## src/rtl/rtc_gate_pkg.sv

```systemverilog
package rtc_gate_pkg;
  // Strobes passed from the bus decoder to the state datapath.
  typedef struct packed {
    logic armActive;   // exact activation word written
    logic setAccess;   // exact access key written
    logic clrAccess;   // key register written with any other value
    logic fwdWrite;    // write aimed at a protected address
    logic selActive;   // read select: activation register
    logic selKey;      // read select: key register
  } gateStrobe_t;
endpackage

```

## src/rtl/rtc_gate_ctrl.sv

```systemverilog
module rtc_gate_ctrl
  import rtc_gate_pkg::*;
#(
  parameter int unsigned ADDR_W     = 8,
  parameter int unsigned DATA_W     = 32,
  parameter int unsigned KEY_W      = 16,
  parameter int unsigned ACT_OFS    = 0,
  parameter int unsigned KEY_OFS    = 4,
  parameter logic [DATA_W-1:0] ACT_WORD = 32'hA5EB1357,
  parameter logic [KEY_W-1:0]  KEY_WORD = 16'hA965
) (
  input  logic [ADDR_W-1:0] busAddr,
  input  logic              busWrEn,
  input  logic [DATA_W-1:0] busWrData,
  output gateStrobe_t       strobe
);
  localparam logic [ADDR_W-1:0] ActAddr = ADDR_W'(ACT_OFS);
  localparam logic [ADDR_W-1:0] KeyAddr = ADDR_W'(KEY_OFS);

  logic hitAct;
  logic hitKey;
  logic keyMatch;

  always_comb begin
    hitAct   = (busAddr == ActAddr);
    hitKey   = (busAddr == KeyAddr);
    keyMatch = (busWrData[KEY_W-1:0] == KEY_WORD);

    strobe.armActive = busWrEn && hitAct && (busWrData == ACT_WORD);
    strobe.setAccess = busWrEn && hitKey && keyMatch;
    strobe.clrAccess = busWrEn && hitKey && !keyMatch;
    strobe.fwdWrite  = busWrEn && !hitAct && !hitKey;
    strobe.selActive = hitAct;
    strobe.selKey    = hitKey;
  end
endmodule

```

## src/rtl/rtc_gate_state.sv

```systemverilog
module rtc_gate_state
  import rtc_gate_pkg::*;
#(
  parameter int unsigned DATA_W  = 32,
  parameter int unsigned ENF_POS = 16
) (
  input  logic              clk,
  input  logic              rstN,
  input  gateStrobe_t       strobe,
  input  logic [DATA_W-1:0] protRdData,
  output logic [DATA_W-1:0] busRdData,
  output logic              protWrEn,
  output logic              accessEn,
  output logic              rtcActive
);
  logic activeQ;
  logic accessQ;

  // One-way latch: no strobe clears it.
  always_ff @(posedge clk or negedge rstN) begin
    if (!rstN)                 activeQ <= 1'b0;
    else if (strobe.armActive) activeQ <= 1'b1;
  end

  always_ff @(posedge clk or negedge rstN) begin
    if (!rstN)                 accessQ <= 1'b0;
    else if (strobe.setAccess) accessQ <= 1'b1;
    else if (strobe.clrAccess) accessQ <= 1'b0;
  end

  always_comb begin
    busRdData = '0;
    if (strobe.selActive)   busRdData[0]       = activeQ;
    else if (strobe.selKey) busRdData[ENF_POS] = accessQ;
    else if (accessQ)       busRdData          = protRdData;
  end

  assign protWrEn  = strobe.fwdWrite && accessQ;
  assign accessEn  = accessQ;
  assign rtcActive = activeQ;
endmodule

```

## src/rtl/rtc_gate_top.sv

```systemverilog
module rtc_gate_top
  import rtc_gate_pkg::*;
#(
  parameter int unsigned ADDR_W  = 8,
  parameter int unsigned DATA_W  = 32,
  parameter int unsigned KEY_W   = 16,
  parameter int unsigned ACT_OFS = 0,
  parameter int unsigned KEY_OFS = 4,
  parameter logic [DATA_W-1:0] ACT_WORD = 32'hA5EB1357,
  parameter logic [KEY_W-1:0]  KEY_WORD = 16'hA965
) (
  input  logic              clk,
  input  logic              rstN,
  input  logic [ADDR_W-1:0] busAddr,
  input  logic              busWrEn,
  input  logic [DATA_W-1:0] busWrData,
  output logic [DATA_W-1:0] busRdData,
  input  logic [DATA_W-1:0] protRdData,
  output logic              protWrEn,
  output logic              accessEn,
  output logic              rtcActive
);
  // Flag sits just above the key field.
  localparam int unsigned EnfPos = KEY_W;

  gateStrobe_t strobe;

  rtc_gate_ctrl #(
    .ADDR_W(ADDR_W), .DATA_W(DATA_W), .KEY_W(KEY_W),
    .ACT_OFS(ACT_OFS), .KEY_OFS(KEY_OFS),
    .ACT_WORD(ACT_WORD), .KEY_WORD(KEY_WORD)
  ) u_ctrl (
    .busAddr(busAddr), .busWrEn(busWrEn), .busWrData(busWrData),
    .strobe(strobe)
  );

  rtc_gate_state #(.DATA_W(DATA_W), .ENF_POS(EnfPos)) u_state (
    .clk(clk), .rstN(rstN), .strobe(strobe), .protRdData(protRdData),
    .busRdData(busRdData), .protWrEn(protWrEn),
    .accessEn(accessEn), .rtcActive(rtcActive)
  );
endmodule

```

## config.mk

```make
export PLATFORM = sky130hd
export DESIGN_NAME = rtc_gate_top
export DESIGN_NICKNAME = d
export VERILOG_FILES = /design/src/rtl/rtc_gate_pkg.sv /design/src/rtl/rtc_gate_ctrl.sv /design/src/rtl/rtc_gate_state.sv /design/src/rtl/rtc_gate_top.sv
export SDC_FILE = /design/constraint.sdc
export NUM_CORES = 1
export LEC_CHECK = 0
export BUFFER_PORTS_ARGS = -buffer_cell sky130_fd_sc_hd__buf_2
export CORE_AREA = 2 2 53 55
export CTS_CLUSTER_DIAMETER = 80
export DETAILED_ROUTE_END_ITERATION = 8
export DIE_AREA = 0 0 55 57
export GPL_TIMING_DRIVEN = 0
export HOLD_SLACK_MARGIN = 0.06
export PLACE_DENSITY_LB_ADDON = 0.12
export SLEW_MARGIN = 20
export SYNTH_ARGS = -nofsm -noshare
export SYNTH_HDL_FRONTEND = slang
export SYNTH_SLANG_ARGS = --single-unit
```

## constraint.sdc

```tcl
create_clock -name clk -period 1.2 [get_ports clk]
set_input_delay 0.06 -clock clk [delete_from_list [all_inputs] [get_ports clk]]
set_output_delay 0.06 -clock clk [all_outputs]
set_load 0.005 [all_outputs]
```

==> flow_metrics.env <==
export IMPL_dp_cells=207
export IMPL_multiInputGateArea_um2=462
export IMPL_synth_edff_count=0
export IMPL_grt_pass1_wl_um=3200
export IMPL_clock_fmax_ghz=0.715
export IMPL_status="finished with violations"
export IMPL_cp_start_kind="primary input"
export IMPL_powerDensity_nw_per_um2=301
export IMPL_fin_area_um2=1220
export IMPL_p_int_mw=0.280
export IMPL_coreArea_um2=2620
export IMPL_rrSetupSlack_ns=0.49
export IMPL_h_tree_depth=1
export IMPL_grt_usage=0.139
export IMPL_failed_checks="setup timing"
export IMPL_cp_data_arrival_time_ns=1.34
export IMPL_ys_types=24
export IMPL_swShare=0.237
export IMPL_avgSynthCellArea_um2=7.23
export IMPL_area_growth_pct=151
export IMPL_final_cell_mix="buf_2, and2_1, buf_6"
export IMPL_layout_drive_gt1_share=0.710
export IMPL_synth_top_area_frac=0.401
export IMPL_cpPeakStageDelay_ns=0.52
export IMPL_report_final_slew_viol_count=0
export IMPL_syn_num_nets=142
export IMPL_port_buffers=109
export IMPL_clk_pin_slew_worst_paths_ns=0.03
export IMPL_seqCellArea_um2=50.0
export IMPL_worst_pin_slew_ns=0.438
export IMPL_pwr_share_seq=0.185
export IMPL_seq_area_frac_synth=0.103
export IMPL_hold_class="primary input to flop"
export IMPL_yosys_top_cells_area="and2_1, dfrtp_1, nor4bb_1"
export IMPL_startpoint="busAddr[3]"
export IMPL_path_max_fanout=3
export IMPL_crit_path_frequent_cell="buf_2"
export IMPL_power_leakage_nw=0.733
export IMPL_p_switching_mw=0.0869
export IMPL_async_flop_share=1.00
export IMPL_clockBufferDepth=2
export IMPL_clock_sinks=2
export IMPL_die_h_um=57
export IMPL_place_hpwl_um=2000
export IMPL_ios=110
export IMPL_cts_buffers_inserted=3
export IMPL_reg2reg_from="u_state.accessEn"
export IMPL_ir_drop_mv=0.198
export IMPL_setup_viol=32
export IMPL_ant_nets=0
export IMPL_crit_buf_inv=2
export IMPL_cts_tree="done"
export IMPL_nNetsFinal=260
export IMPL_critPathTopFamily="simple AND/OR/NAND/NOR gates"
export IMPL_synth_ff_type="dfrtp_1"
export IMPL_drcViolationCount=0
export IMPL_gp_congestion=0.640
export IMPL_finalCritPeriodShare=1.16
export IMPL_diodes=0
export IMPL_drtIter0Drc=5
export IMPL_wl_per_cell_um=10.7
export IMPL_endpoint_kind="output port"
export IMPL_initial_core_util=0.185
export IMPL_path_cells="buf_2 -> or4_4 -> or3_4 -> o2bb2ai_2 -> buf_2"
export IMPL_power_mw=0.367
export IMPL_dr_total_vias=926
export IMPL_syn_area_um2=484
export IMPL_yosysWarnings=0
export IMPL_nFillCells=285
export IMPL_layout_cells_non_filler=214
export IMPL_clock_latency_ns=0.22
export IMPL_dr_pass1_iters=4
export IMPL_first_global_vias=851
export IMPL_grt_max_degree=11
export IMPL_grt_setup_unrepaired="yes"
export IMPL_finClkSkew_ns=0
export IMPL_placement_rows=19
export IMPL_hold_viol=0
export IMPL_worstHoldStart="busWrData[25]"
export IMPL_comb_power_share=0.403
export IMPL_grt_overflow=0
export IMPL_die_area_um2=3140
export IMPL_antenna_found_initial=0
export IMPL_netlist_top_cell_by_area="and2_1"
export IMPL_post_route_util=0.466
export IMPL_placed_cell_area_um2=1070
export IMPL_required_ns=1.14
export IMPL_fin_setup_tns_ns=-3.74
export IMPL_clockPowerShare=0.412
export IMPL_cts_root_buf="clkbuf_4"
export IMPL_vias_per_cell=4.33
export IMPL_crit_type="primary input to output port"
export IMPL_syn_inst=67
export IMPL_relSlewSlack=0.706
export IMPL_die_w_um=55
export IMPL_drv_cap=0
export IMPL_synth_seq_cells=2
export IMPL_wl_um=2290
export IMPL_whs_ns=0.119
export IMPL_fin_crit_ns=1.40
export IMPL_post_place_ws_ns=-0.356
export IMPL_crit_slowest_cell="or4_4"
export IMPL_worst_slack_ns=-0.198
export IMPL_layout_commonest_cell="buf_2"
worst register-to-register path, cell delays in order (launching register included):
cell,delay [ns]
dfrtp_1,0.39
o31ai_1,0.08
o41ai_1,0.11
Yosys cell counts (all sizes together) (2+ instances only):
| master | instances |
|---|---|
| nand2 | 3 |
| clkbuf | 3 |
| and4b | 2 |
| or3 | 2 |
| o41ai | 2 |
| a21boi | 2 |
| nand4 | 3 |
| dfrtp | 2 |
| or4 | 2 |
| nor2 | 3 |
| and2 | 31 |
| nor4bb | 3 |
metal layers:
metal / vias up / global-route usage / wire, µm
met4: 0 / 0.0418 / 9
met5: - / 0 / 0
met1: 388 / 0.122 / 721
li1: 476 / - / -
met2: 60 / 0.259 / 1240
met3: 2 / 0.0733 / 318
final timing paths:
| path | to | cells past startpoint |
|---|---|---|
| setup / recovery | busRdData[0] | 5 |
| hold / removal | u_state.rtcActive | 3 |
| setup reg to reg | u_state.accessEn | 2 |
| hold reg to reg | u_state.rtcActive | 2 |
| max in group asynchronous | u_state.accessEn | 2 |
| min in group asynchronous | u_state.rtcActive | 2 |
cell families (layout without fill, tap and decap cells):
kind of cell           count (synthesis)  in the layout  share of synthesized area
AO/OA/AOI/OAI                          7              7                      0.127
buffers and inverters                  4            120                     0.0310
flip-flops                             2              2                      0.103
AND/OR/NAND/NOR                       54             54                      0.739
power groups by stage:
stage	registers, mW	clock network (mW)	logic (mW)
global route	0.0679	0.165	0.165
floorplan	0.0687	0	0.0201
CTS	0.0679	0.162	0.145
finish	0.0679	0.151	0.148
global placement	0.0687	0	0.134
detailed placement	0.0687	0	0.138
state kept, by name (all words and copies together) (netlist names):
signal             cells
u_state.accessEn       1
u_state.rtcActive      1
layout make-up:
class	instances	share of cell area
repair buffers	113	0.498
well taps	31	0.0319
clock buffers	3	0.0185
multi-input cells	61	0.379
inverters	1	0.00308
plain buffers	3	0.0277
flip-flops and latches	2	0.0411
what timing repair did:
action                     CTS  global route
hold endpoints to repair     2             0
setup buffers                1             1
setup endpoints to repair   33            35
gates cloned                 0             1
hold buffers                 1             0
resized for setup            9            21
pin swaps                    3             4
(Power assumes the default switching activity.)
